==> config.mk <==
export PLATFORM = sky130hd
export DESIGN_NAME = refpause_addr_gen
export DESIGN_NICKNAME = d
export VERILOG_FILES = /design/src/rtl/refpause_pkg.sv /design/src/rtl/refpause_row_timer.sv /design/src/rtl/refpause_row_counter.sv /design/src/rtl/refpause_bundle_count.sv /design/src/rtl/refpause_addr_gen.sv
export SDC_FILE = /design/constraint.sdc
export NUM_CORES = 1
export LEC_CHECK = 0
export BUFFER_PORTS_ARGS = -buffer_cell sky130_fd_sc_hd__buf_2
export CORE_ASPECT_RATIO = 0.75
export CORE_MARGIN = 1.5
export CORE_UTILIZATION = 35
export DETAILED_ROUTE_END_ITERATION = 16
export SLEW_MARGIN = 20
export SYNTH_ARGS = -nofsm -noshare
export SYNTH_HDL_FRONTEND = slang
export SYNTH_SLANG_ARGS = --single-unit
==> constraint.sdc <==
create_clock -name clk_i -period 2.35 [get_ports clk_i]
set_input_delay 0.1175 -clock clk_i [delete_from_list [all_inputs] [get_ports clk_i]]
set_output_delay 0.1175 -clock clk_i [all_outputs]
set_load 0.01 [all_outputs]
==> src/rtl/refpause_pkg.sv <==
package refpause_pkg;

    typedef enum logic [1:0] {
        RP_IDLE = 2'd0,
        RP_ROW  = 2'd1,
        RP_HOLD = 2'd2
    } rp_state_e;

endpackage

==> src/rtl/refpause_row_timer.sv <==
module refpause_row_timer #(
    parameter int CYC_W = 6
) (
    input  logic             clk_i,
    input  logic             rst_ni,
    input  logic             load_i,
    input  logic             run_i,
    input  logic [CYC_W-1:0] row_time_i,
    output logic             last_o
);

    logic [CYC_W-1:0] cnt_q;
    logic [CYC_W-1:0] span;

    always_comb begin
        span   = (row_time_i == '0) ? CYC_W'(1) : row_time_i;
        last_o = run_i && (cnt_q == span - CYC_W'(1));
    end

    always_ff @(posedge clk_i or negedge rst_ni) begin
        if (!rst_ni) begin
            cnt_q <= '0;
        end else if (load_i) begin
            cnt_q <= '0;
        end else if (run_i) begin
            cnt_q <= cnt_q + CYC_W'(1);
        end
    end

endmodule

==> src/rtl/refpause_row_counter.sv <==
module refpause_row_counter #(
    parameter int NUM_ROWS = 8192,
    parameter int ROW_W    = $clog2(NUM_ROWS)
) (
    input  logic             clk_i,
    input  logic             rst_ni,
    input  logic             step_req_i,
    input  logic             run_i,
    output logic [ROW_W-1:0] row_addr_o
);

    localparam logic [ROW_W-1:0] TOP_ROW = ROW_W'(NUM_ROWS - 1);

    logic             step;
    logic             primed_q;
    logic [ROW_W-1:0] addr_q;

    // increment request gated by the run level: frozen while it is low
    assign step       = step_req_i & run_i;
    assign row_addr_o = addr_q;

    always_ff @(posedge clk_i or negedge rst_ni) begin
        if (!rst_ni) begin
            addr_q   <= '0;
            primed_q <= 1'b0;
        end else if (step) begin
            if (!primed_q) begin
                primed_q <= 1'b1;
            end else if (addr_q == TOP_ROW) begin
                addr_q <= '0;
            end else begin
                addr_q <= addr_q + ROW_W'(1);
            end
        end
    end

endmodule

==> src/rtl/refpause_bundle_count.sv <==
module refpause_bundle_count #(
    parameter int BUNDLE_ROWS = 4
) (
    input  logic clk_i,
    input  logic rst_ni,
    input  logic clear_i,
    input  logic adv_i,
    output logic last_o
);

    generate
        if (BUNDLE_ROWS == 1) begin : g_single
            logic unused_ok;
            assign unused_ok = clk_i ^ rst_ni ^ clear_i ^ adv_i;
            assign last_o    = 1'b1 | unused_ok;
        end else begin : g_multi
            localparam int IDX_W = $clog2(BUNDLE_ROWS);
            localparam logic [IDX_W-1:0] LAST_IDX = IDX_W'(BUNDLE_ROWS - 1);

            logic [IDX_W-1:0] idx_q;

            assign last_o = (idx_q == LAST_IDX);

            always_ff @(posedge clk_i or negedge rst_ni) begin
                if (!rst_ni) begin
                    idx_q <= '0;
                end else if (clear_i) begin
                    idx_q <= '0;
                end else if (adv_i) begin
                    idx_q <= idx_q + IDX_W'(1);
                end
            end
        end
    endgenerate

endmodule

==> src/rtl/refpause_addr_gen.sv <==
module refpause_addr_gen
    import refpause_pkg::*;
#(
    parameter int NUM_ROWS    = 8192,
    parameter int BUNDLE_ROWS = 4,
    parameter int CYC_W       = 6,
    parameter int ROW_W       = $clog2(NUM_ROWS)
) (
    input  logic             clk_i,
    input  logic             rst_ni,
    input  logic             refr_go_i,
    input  logic             refr_run_i,
    input  logic [CYC_W-1:0] row_time_i,
    output logic [ROW_W-1:0] row_addr_o,
    output logic             row_busy_o,
    output logic             row_held_o,
    output logic             bundle_done_o
);

    rp_state_e state_q, state_d;
    logic      done_q;
    logic      row_req;
    logic      row_start;
    logic      bundle_clr;
    logic      bundle_adv;
    logic      finish;
    logic      last_cyc;
    logic      last_row;

    // next-state process
    always_comb begin
        state_d    = state_q;
        row_req    = 1'b0;
        bundle_clr = 1'b0;
        bundle_adv = 1'b0;
        finish     = 1'b0;
        unique case (state_q)
            RP_IDLE: begin
                if (refr_go_i) begin
                    bundle_clr = 1'b1;
                    row_req    = 1'b1;
                    state_d    = refr_run_i ? RP_ROW : RP_HOLD;
                end
            end
            RP_ROW: begin
                if (last_cyc) begin
                    if (last_row) begin
                        finish  = 1'b1;
                        state_d = RP_IDLE;
                    end else begin
                        bundle_adv = 1'b1;
                        row_req    = 1'b1;
                        state_d    = refr_run_i ? RP_ROW : RP_HOLD;
                    end
                end
            end
            RP_HOLD: begin
                row_req = 1'b1;
                if (refr_run_i) begin
                    state_d = RP_ROW;
                end
            end
            default: state_d = RP_IDLE;
        endcase
    end

    assign row_start = row_req & refr_run_i;

    // state register
    always_ff @(posedge clk_i or negedge rst_ni) begin
        if (!rst_ni) begin
            state_q <= RP_IDLE;
            done_q  <= 1'b0;
        end else begin
            state_q <= state_d;
            done_q  <= finish;
        end
    end

    // output process
    always_comb begin
        row_busy_o    = (state_q == RP_ROW);
        row_held_o    = (state_q == RP_HOLD);
        bundle_done_o = done_q;
    end

    refpause_row_timer #(
        .CYC_W(CYC_W)
    ) u_timer (
        .clk_i      (clk_i),
        .rst_ni     (rst_ni),
        .load_i     (row_start),
        .run_i      (row_busy_o),
        .row_time_i (row_time_i),
        .last_o     (last_cyc)
    );

    refpause_row_counter #(
        .NUM_ROWS(NUM_ROWS),
        .ROW_W   (ROW_W)
    ) u_rows (
        .clk_i      (clk_i),
        .rst_ni     (rst_ni),
        .step_req_i (row_req),
        .run_i      (refr_run_i),
        .row_addr_o (row_addr_o)
    );

    refpause_bundle_count #(
        .BUNDLE_ROWS(BUNDLE_ROWS)
    ) u_bundle (
        .clk_i   (clk_i),
        .rst_ni  (rst_ni),
        .clear_i (bundle_clr),
        .adv_i   (bundle_adv),
        .last_o  (last_row)
    );

endmodule

== Word level (Yosys, flattened, before mapping) ==
Cells that the tools add are included.
Operators by class
  add/subtract/negate cells: 4
  $mul: 0
  div/mod/pow operators: 0
  magnitude comparators: 0
  equality and inequality tests: 8
  shift operators: 0
  mux-type cells: 21
  bitwise logic cells: 1
  reductions and logical operators: 7
Operators with widths (number)
  $mux W6: 3
  $mux W2: 7
  $add A13 B1 Y13 const B: 1
  $eq A13 B13 Y1 const B: 1
  $mux W13: 1
  $mux W1: 8
  $add A6 B1 Y6 const B: 1
  $eq A6 B6 Y1: 1
  $logic_not A6 Y1: 1
  $ne A2 B2 Y1 const B: 3
  $pmux W2 S3: 1
  $sub A6 B1 Y6 const B: 1
  $eq A2 B2 Y1 const B: 2
  $reduce_bool A2 Y1: 2
  $pmux W1 S3: 1
  $reduce_and A3 Y1: 1
  $add A2 B1 Y2 const B: 1
  $eq A2 B1 Y1 const B: 1
  $logic_not A2 Y1: 1
  $reduce_and A2 Y1: 1
  $and A1 B1 Y1: 1
  $logic_and A1 B1 Y1: 1
Word-level totals
  flip-flop bits (word level): 25
  latch bits: 0
  bits in writable memories: 0
  memory bits (read-only): 0
  input bits: 10
  output and inout bits: 16
  logic and storage cells: 47
  memories kept: 0

== Depth between registers and ports, before layout ==
Gate-level depths: netlist (run 1).
  word-level depth: 9
  depth in mapped cells: 9
  gate-level depth less buffers: 8

== Modules after synthesis ==
A second synthesis (run 1) with hierarchy kept.
Unflattened totals
  cells, all modules: 142
  area total of the unflattened synthesis: 1388.8 um^2
By module, submodules not included
  refpause_row_counter: times used 1, cells each 66, area each 680.7 um^2, sequential area each 350.3 um^2
  refpause_row_timer: times used 1, cells each 52, area each 450.4 um^2, sequential area each 150.1 um^2
  refpause_addr_gen: times used 1, cells each 17, area each 168.9 um^2, sequential area each 75.1 um^2
  refpause_bundle_count: times used 1, cells each 7, area each 88.8 um^2, sequential area each 50.0 um^2

== Least setup slack after synthesis (run 1) ==
OpenSTA, ideal clock, no wires.
  path type: input to register
  start point: input row_time_i[0]
  end point: register u_rows.addr_q[11], in the netlist u_rows.row_addr_o[11]
  setup time: 0.138 ns
  arrival: 2.457 ns
  data required time: 2.212 ns
  path slack: -0.244 ns
  stages on the path: 9
  buffers on the path: 2
  path through: buf_6 or4_1 mux2i_1 o21a_1 a2111oi_1 a41oi_2 clkbuf_1 o41ai_1 o41ai_1
Between the ends
  word-level cells in the longest chain between the ends: 9
RTL lines
  from (decl): line refpause_addr_gen.sv:13  | input logic [CYC_W-1:0] row_time_i,
  $logic_not A6 Y1: line refpause_row_timer.sv:16  | span = (row_time_i == '0) ? CYC_W'(1) : row_time_i;
  $mux W6 *: line refpause_row_timer.sv:16
  $sub A6 B1 Y6 *: line refpause_row_timer.sv:17  | last_o = run_i && (cnt_q == span - CYC_W'(1));
  $eq A6 B6 Y1 *: line refpause_row_timer.sv:17
  $logic_and A1 B1 Y1 *: line refpause_row_timer.sv:17
  $mux W1 *: line refpause_addr_gen.sv:46  | if (last_cyc) begin
  $pmux W1 S3 *: line refpause_addr_gen.sv:37  | unique case (state_q)
  $and A1 B1 Y1 *: line refpause_row_counter.sv:19  | assign step = step_req_i & run_i;
  $reduce_and A2 Y1 (no source line) *
  to (signal assigned): line refpause_row_counter.sv:32  | addr_q <= addr_q + ROW_W'(1);
  to (decl): line refpause_row_counter.sv:16  | logic [ROW_W-1:0] addr_q;
Every way passes the cells marked *; elsewhere a longest branch is shown, timed or not.
A chain may end at the register's enable or synchronous reset.

== Worst setup path in the final report (run 1) ==
  start point: register u_timer.cnt_q[2]
  end point: register u_rows.addr_q[9], in the netlist u_rows.row_addr_o[9]
Between the ends
  word-level cells in the longest chain between the ends: 6
RTL lines
  from (decl): line refpause_row_timer.sv:12  | logic [CYC_W-1:0] cnt_q;
  from (signal assigned): line refpause_row_timer.sv:26  | cnt_q <= cnt_q + CYC_W'(1);
  $eq A6 B6 Y1: line refpause_row_timer.sv:17
  $logic_and A1 B1 Y1: line refpause_row_timer.sv:17
  $mux W1: line refpause_addr_gen.sv:46
  $pmux W1 S3: line refpause_addr_gen.sv:37
  $and A1 B1 Y1: line refpause_row_counter.sv:19
  $reduce_and A2 Y1 (no source line)
Every way passes these cells.

==> flow_summary.json, run 1 <==
{
  "synth_top_area_cell": "dfrtp_1",
  "yosys_register_bits": 25,
  "path_max_fanout": 8,
  "clk_path_buf_depth": 2,
  "hold_viol": 0,
  "vias_per_cell": 5.286,
  "max_freq_mhz": 419.8,
  "die_area_mm2": 0.004606,
  "fin_nets": 221,
  "tightest_slew_ps": 698.4,
  "syn_area_mm2": 0.001471,
  "synth.net_count": 173,
  "ys_seq_area_frac": 0.4252,
  "final_antenna_net_count": 0,
  "timing.final.ws_setup_ps": -31.82,
  "synth_warnings": 0,
  "violations": "negative setup slack",
  "ff2ff_path_depth": 9,
  "synthTopCellsByArea": "dfrtp_1 43%, xor2_1 5.4%, nor2_1 4.8%",
  "hold_ws_ps": 41.04,
  "outcome": "finished with violations",
  "critPathCaptureType": "register",
  "min_from": "refr_run_i",
  "dr.first_iter.drc_count": 125,
  "grtUsageTotal": 0.1713,
  "fin_skew_ps": 6.469,
  "grt_pass1_wl_mm": 6.072,
  "r2r-end": "u_rows.row_addr_o[9]",
  "rows": 20,
  "drc": 0,
  "setup_viol": 2,
  "criticalPathCategory": "register to register",
  "vias": 1385,
  "max_cap_viol_count": 0,
  "dpl.hpwl_mm": 2.581,
  "htree_levels": 1,
  "async_reset_ff_frac": 1.000,
  "ioPinCount": 26,
  "gp_congestion": 0.8574,
  "firstDrtPassIters": 5,
  "grt_max_degree": 26,
  "min_to": "state_q[1]",
  "fin_crit_ps": 2382,
  "syn_area_per_cell_um2": 9.196,
  "rrSetupSlack_ps": -30,
  "place_worst_setup_slack_ps": -95.60,
  "antenna_cells": 0,
  "syn_to_final_growth_pct": 39.12,
  "path_clk_slew_ps": 90,
  "port_buffers": 25,
  "rsz0062_at_grt": "true",
  "synth_top_area_share": 0.4252,
  "r2r-start": "u_timer.cnt_q[2]",
  "wire_per_inst_um": 14.16,
  "whs_path_depth": 2,
  "worstPathRequired_ps": 2500,
  "utilization": 0.5049,
  "final_layout_size_suffix_gt1_frac": 0.3865,
  "start_util": 0.3630,
  "arrival_ps": 2530,
  "grt_pass1_vias": 1360,
  "syn-instance-count": 160,
  "die_w_um": 77.87,
  "antenna_found_initial": 0,
  "die_h_um": 59.15,
  "synth_ff_type": "dfrtp_1",
  "maxSlewHeadroom": 0.5333,
  "fp.coreArea_mm2": 0.004054,
  "min-delay-path-class": "primary input to register",
  "wl_mm": 3.710,
  "peakVddDrop_mv": 0.4167,
  "cts_root_buf": "clkbuf_8",
  "cp-start-kind": "register",
  "synth_edf_count": 0,
  "maxSlewViolCount": 0,
  "ys_types": 40,
  "powerDensity_mw_per_mm2": 800.2,
  "p_leak_nw": 0.9407,
  "period_share": 1.014,
  "cts_tree": "yes",
  "cts-buffers-inserted": 3,
  "cts_sinks": 25,
  "clock_latency_ps": 270,
  "grt.overflow.total": 0
}
## layer usage
metal | vias to the layer above | wire length (um) | global-route usage
met3 | 2 | 111 | 0.04615
met5 | - | 0 | 0
met4 | 0 | 9 | 0.04416
met2 | 26 | 1863 | 0.2882
met1 | 688 | 1725 | 0.2207
li1 | 669 | - | -
## worst max-delay path: stages (launching register included)
cell and delay [ps]:
dfrtp_1 410, or4_4 420, o221ai_2 70, nand3b_1 90, a222oi_1 350, buf_4 190
a41oi_4 120, buf_8 190, o41ai_4 300, o41ai_2 120
## power by group
group	switching [W]	total, W	internal [W]
registers	0.0000981	0.000614	0.000516
logic	0.000412	0.000769	0.000358
clock network	0.000137	0.000255	0.000119
## kinds of logic (layout without fill, tap and decap cells)
family	count (synthesis)	count (layout)	share of synthesized area
AOI/OAI and AO/OA	33	33	0.1633
xor gates and xnor gates	14	14	0.08333
adders and majority gates	3	3	0.02551
buffers and inverters	12	59	0.04166
DFF	25	25	0.4252
muxes	2	2	0.01361
and+or+nand+nor	71	71	0.2474
## per-stage QoR
step	total power (W)	instances	instance area, um^2	TNS, ps
2_1_floorplan	0.0009901	160	1526	-617.3
3_3_place_gp	0.001192	252	1804	-221.2
3_5_place_dp	0.001222	252	1804	-497.7
4_1_cts	0.001546	260	1924	-19.96
5_1_grt	0.001756	262	2047	-1366
6_report	0.001638	262	2047	-52.33
## Yosys cell counts (2+ instances only)
cell type,number
xnor2_1,5
or2_0,2
o21a_1,2
dfrtp_1,25
nand3_1,5
nor2_1,19
nor3_1,4
or4_1,2
a21o_1,3
nor2b_1,5
o21bai_1,2
ha_1,3
or3_1,2
mux2i_1,2
inv_1,3
xor2_1,9
nand2b_1,3
nand2_1,14
o31ai_1,4
nor3b_1,3
o21ai_0,7
o41ai_1,5
buf_6,2
and3_1,3
a21oi_1,4
clkbuf_1,5
nand4_1,4
## sequential cells by signal (all words and copies together) (netlist names)
signal / flops
u_bundle.g_multi.idx_q: 2
state_q: 2
bundle_done_o: 1
u_rows.primed_q: 1
u_rows.row_addr_o: 13
u_timer.cnt_q: 6
## layout make-up
cell class              count  area, um^2
fillers                   395        2007
clock buffers               3       41.29
repair buffers             51       331.6
inverters                   4       15.01
multi-input cells         123       959.7
clock inverters             1       5.005
well taps                  55       68.82
flip-flops and latches     25       625.6
## worst max-delay path by stage
stage / from / end / depth (start not counted)
global route: u_timer.cnt_q[2] / u_rows.row_addr_o[10] / 9
detailed placement: row_time_i[1] / u_rows.row_addr_o[9] / 8
global placement: u_timer.cnt_q[2] / u_rows.row_addr_o[10] / 9
finish: u_timer.cnt_q[2] / u_rows.row_addr_o[9] / 9
floorplan: u_timer.cnt_q[2] / u_rows.row_addr_o[9] / 9
CTS: u_timer.cnt_q[2] / u_rows.row_addr_o[9] / 9
## repair_timing
action	4_1_cts	5_1_grt
endpoints found under the hold margin	25	0
cloned	1	0
gates resized for setup	7	25
pin swaps	2	7
setup endpoints to repair	12	21
hold buffers	1	0
setup buffers	2	2
## placed cells by master (no fill, tap or decap), drive strengths merged, types with 2 or more instances in the layout
cell,count
dfrtp,25
xor2,9
a21oi,4
or3,2
ha,3
o31ai,4
nor2b,5
mux2i,2
o41ai,5
a21o,3
o21a,2
xnor2,5
o21ai,7
nor3,4
nand3,5
inv,3
nand2,14
buf,50
nand2b,3
nor2,19
clkbuf,3
nor3b,3
o21bai,2
nand4,4
clkinv,2
or4,2
or2,3
and3,3
nor4,2
Note: power is estimated with default switching activity, not from simulation.
==> run 2: changes to the inputs <==
--- a/config.mk
+++ b/config.mk
@@ -13,4 +13,5 @@
 export SLEW_MARGIN = 20
 export SYNTH_ARGS = -nofsm -noshare
 export SYNTH_HDL_FRONTEND = slang
+export SYNTH_HIERARCHICAL = 1
 export SYNTH_SLANG_ARGS = --single-unit
==> run 2 against run 1 <==
The flow still finishes with violations (negative setup slack); register-to-register slack got worse by 130 ps; routed wire length decreased by 10%; worst setup slack got worse by 450 ps; design area decreased by 4.0%; synthesized cell count decreased by 11%; critical path type is now primary input to register.
==> flow_summary.json, run 2 <==
{
  "p_leak_nw": 0.9591,
  "max_cap_viol_count": 0,
  "final_cell_mix": "25 x dfrtp_1, 24 x buf_2, 22 x buf_4, 16 x nor2_1, 13 x xnor2_1",
  "synth_warnings": 6,
  "timing.final.ws_setup_ps": -483.3,
  "max_freq_mhz": 352.9,
  "fin_tns_setup_ps": -4985,
  "path_clk_slew_ps": 90,
  "synth.net_count": 156,
  "p_total_w": 0.001482,
  "critPathCaptureType": "register",
  "path_max_fanout": 5,
  "cp_num_buf_inv": 2,
  "min-delay-path-class": "primary input to register",
  "route.met2.wl_mm": 1.615,
  "grt_pass1_wl_mm": 5.644,
  "ff_latch_area_um2": 625.6,
  "powerDensity_mw_per_mm2": 753.8,
  "rows": 19,
  "period_share": 1.206,
  "start_util": 0.3721,
  "dr.first_iter.drc_count": 54,
  "worstPathCellList": "buf_6, or4_4, nor2_4, nor2_2, ha_2, xor2_1, xnor2_1, nand3_1, a2111oi_4, nand3b_1, o22ai_2, and3_4, nand4_1, buf_6, nor3_4, xor2_1",
  "clk_path_buf_depth": 2,
  "clock_latency_ps": 270,
  "die_h_um": 57.56,
  "fin_crit_ps": 2833,
  "antenna_found_initial": 0,
  "peakVddDrop_mv": 0.3207,
  "rsz0062_at_grt": "true",
  "criticalPathCategory": "primary input to register",
  "largest_reg_flops": 13,
  "drc": 0,
  "firstDrtPassIters": 4,
  "vias_per_cell": 5.040,
  "wl_met1_mm": 1.555,
  "multi_input_area_um2": 870.8,
  "synthTopCellsByCount": "25 x dfrtp_1, 20 x nor2_1, 13 x xnor2_1",
  "maxSlewViolCount": 0,
  "grtUsageTotal": 0.1673,
  "die_w_um": 75.74,
  "ioPinCount": 26,
  "maxSlewHeadroom": 0.6369,
  "cts_tree": "yes",
  "grt_pass1_vias": 1253,
  "hold_viol": 0,
  "yosys_register_bits": 25,
  "synth_edf_count": 0,
  "antenna_cells": 0,
  "wire_per_inst_um": 13.45,
  "fillers": 350,
  "violations": "negative setup slack",
  "gp_congestion": 0.9242,
  "grt_max_degree": 26,
  "fp.coreArea_mm2": 0.003732,
  "ys_types": 34,
  "fin_skew_ps": 7.695,
  "arrival_ps": 3030,
  "syn_area_mm2": 0.001389,
  "wl_mm": 3.336,
  "cp-start-kind": "primary input",
  "syn_area_per_cell_um2": 9.781,
  "synth_ff_type": "dfrtp_1",
  "port_buffers": 25,
  "cts-buffers-inserted": 3,
  "route.met3.wl_um": 131,
  "max_stage_delay_ps": 550,
  "dr.max_layer_used": "met4",
  "async_reset_ff_frac": 1.000,
  "ys_seq_area_frac": 0.4505,
  "die_area_mm2": 0.004359,
  "fin_nets": 211,
  "place_worst_setup_slack_ps": -930.4,
  "cp_slowest_cell": "or4_4",
  "outcome": "finished with violations",
  "cts_root_buf": "clkbuf_8",
  "layout_commonest_cell": "dfrtp_1",
  "syn-instance-count": 142,
  "worstPathRequired_ps": 2540,
  "synth.most_common_cell": "dfrtp_1",
  "cp_top_family": "simple AND/OR/NAND/NOR gates",
  "cts_sinks": 25,
  "synthTopCellsByArea": "dfrtp_1 45%, xnor2_1 8.2%, xor2_1 5.7%",
  "setup_viol": 13,
  "syn_to_final_growth_pct": 41.53,
  "synth_top_area_share": 0.4505,
  "htree_levels": 1,
  "final_layout_size_suffix_gt1_frac": 0.3929,
  "synth_top_area_cell": "dfrtp_1",
  "final_antenna_net_count": 0,
  "tightest_slew_ps": 544.6,
  "grt.overflow.total": 0,
  "vias": 1250,
  "dpl.hpwl_mm": 2.380
}
-- run 2: layout make-up --
cell class	count	area share
Clock buffer	4	0.02292
Tap cell	52	0.03310
Multi-Input combinational cell	111	0.4430
Timing Repair Buffer	51	0.1731
Inverter	5	0.009548
Sequential cell	25	0.3183
-- run 2: repair_timing --
action | in CTS | in global routing
buffers inserted | 8 | 4
pin swaps | 4 | 8
hold buffers | 1 | 0
hold endpoints to repair | 25 | 0
gates resized for setup | 17 | 6
endpoints found under the setup margin | 19 | 23
-- run 2: worst paths after layout --
| check | from | to | slack (ps) | depth (start not counted) |
|---|---|---|---|---|
| min | refr_run_i | u_rows/primed_q | 160 | 2 |
| max in group asynchronous | rst_ni | u_timer/cnt_q[2] | 1610 | 2 |
| min in group asynchronous | rst_ni | state_q[0] | 370 | 2 |
| min reg2reg | u_rows/row_addr_o[12] | u_rows/row_addr_o[12] | 520 | 1 |
| max reg2reg | u_timer/cnt_q[3] | u_rows/row_addr_o[10] | -160 | 11 |
| max | row_time_i[1] | u_rows/row_addr_o[10] | -480 | 16 |
-- run 2: report_power, final --
group	total [W]	internal (W)	switching (W)
Sequential	0.000609	0.000511	0.0000978
Clock	0.000251	0.000121	0.000130
Combinational	0.000622	0.000307	0.000315
Total	0.00148	0.000939	0.000543
-- run 2: cells by family (layout without fill, tap and decap cells) --
family,count (synthesis),count (layout),synth area share
simple gates,67,67,0.2622
flops,25,25,0.4505
fa+ha+maj,4,4,0.03604
xor+xnor,22,22,0.1387
compound gates,16,16,0.08198
buf+inv,6,60,0.01622
mux,2,2,0.01441
-- run 2: routing by layer --
layer  vias to the layer above  GRT usage
met2                        26     0.2657
met4                         0    0.04592
met1                       613     0.2311
met5                         -          0
met3                         4    0.03534
li1                        607          -
-- run 2: through the flow --
stage	area [um^2]	util	hold WS, ps	cells
after floorplan	1426	-	-178.1	142
after global placement	1740	0.4663	145.0	235
after detailed placement	1740	0.4663	143.4	235
after CTS	1937	0.5189	158.9	248
after global routing	1966	0.5267	170.0	248
final	1966	0.5267	164.7	248
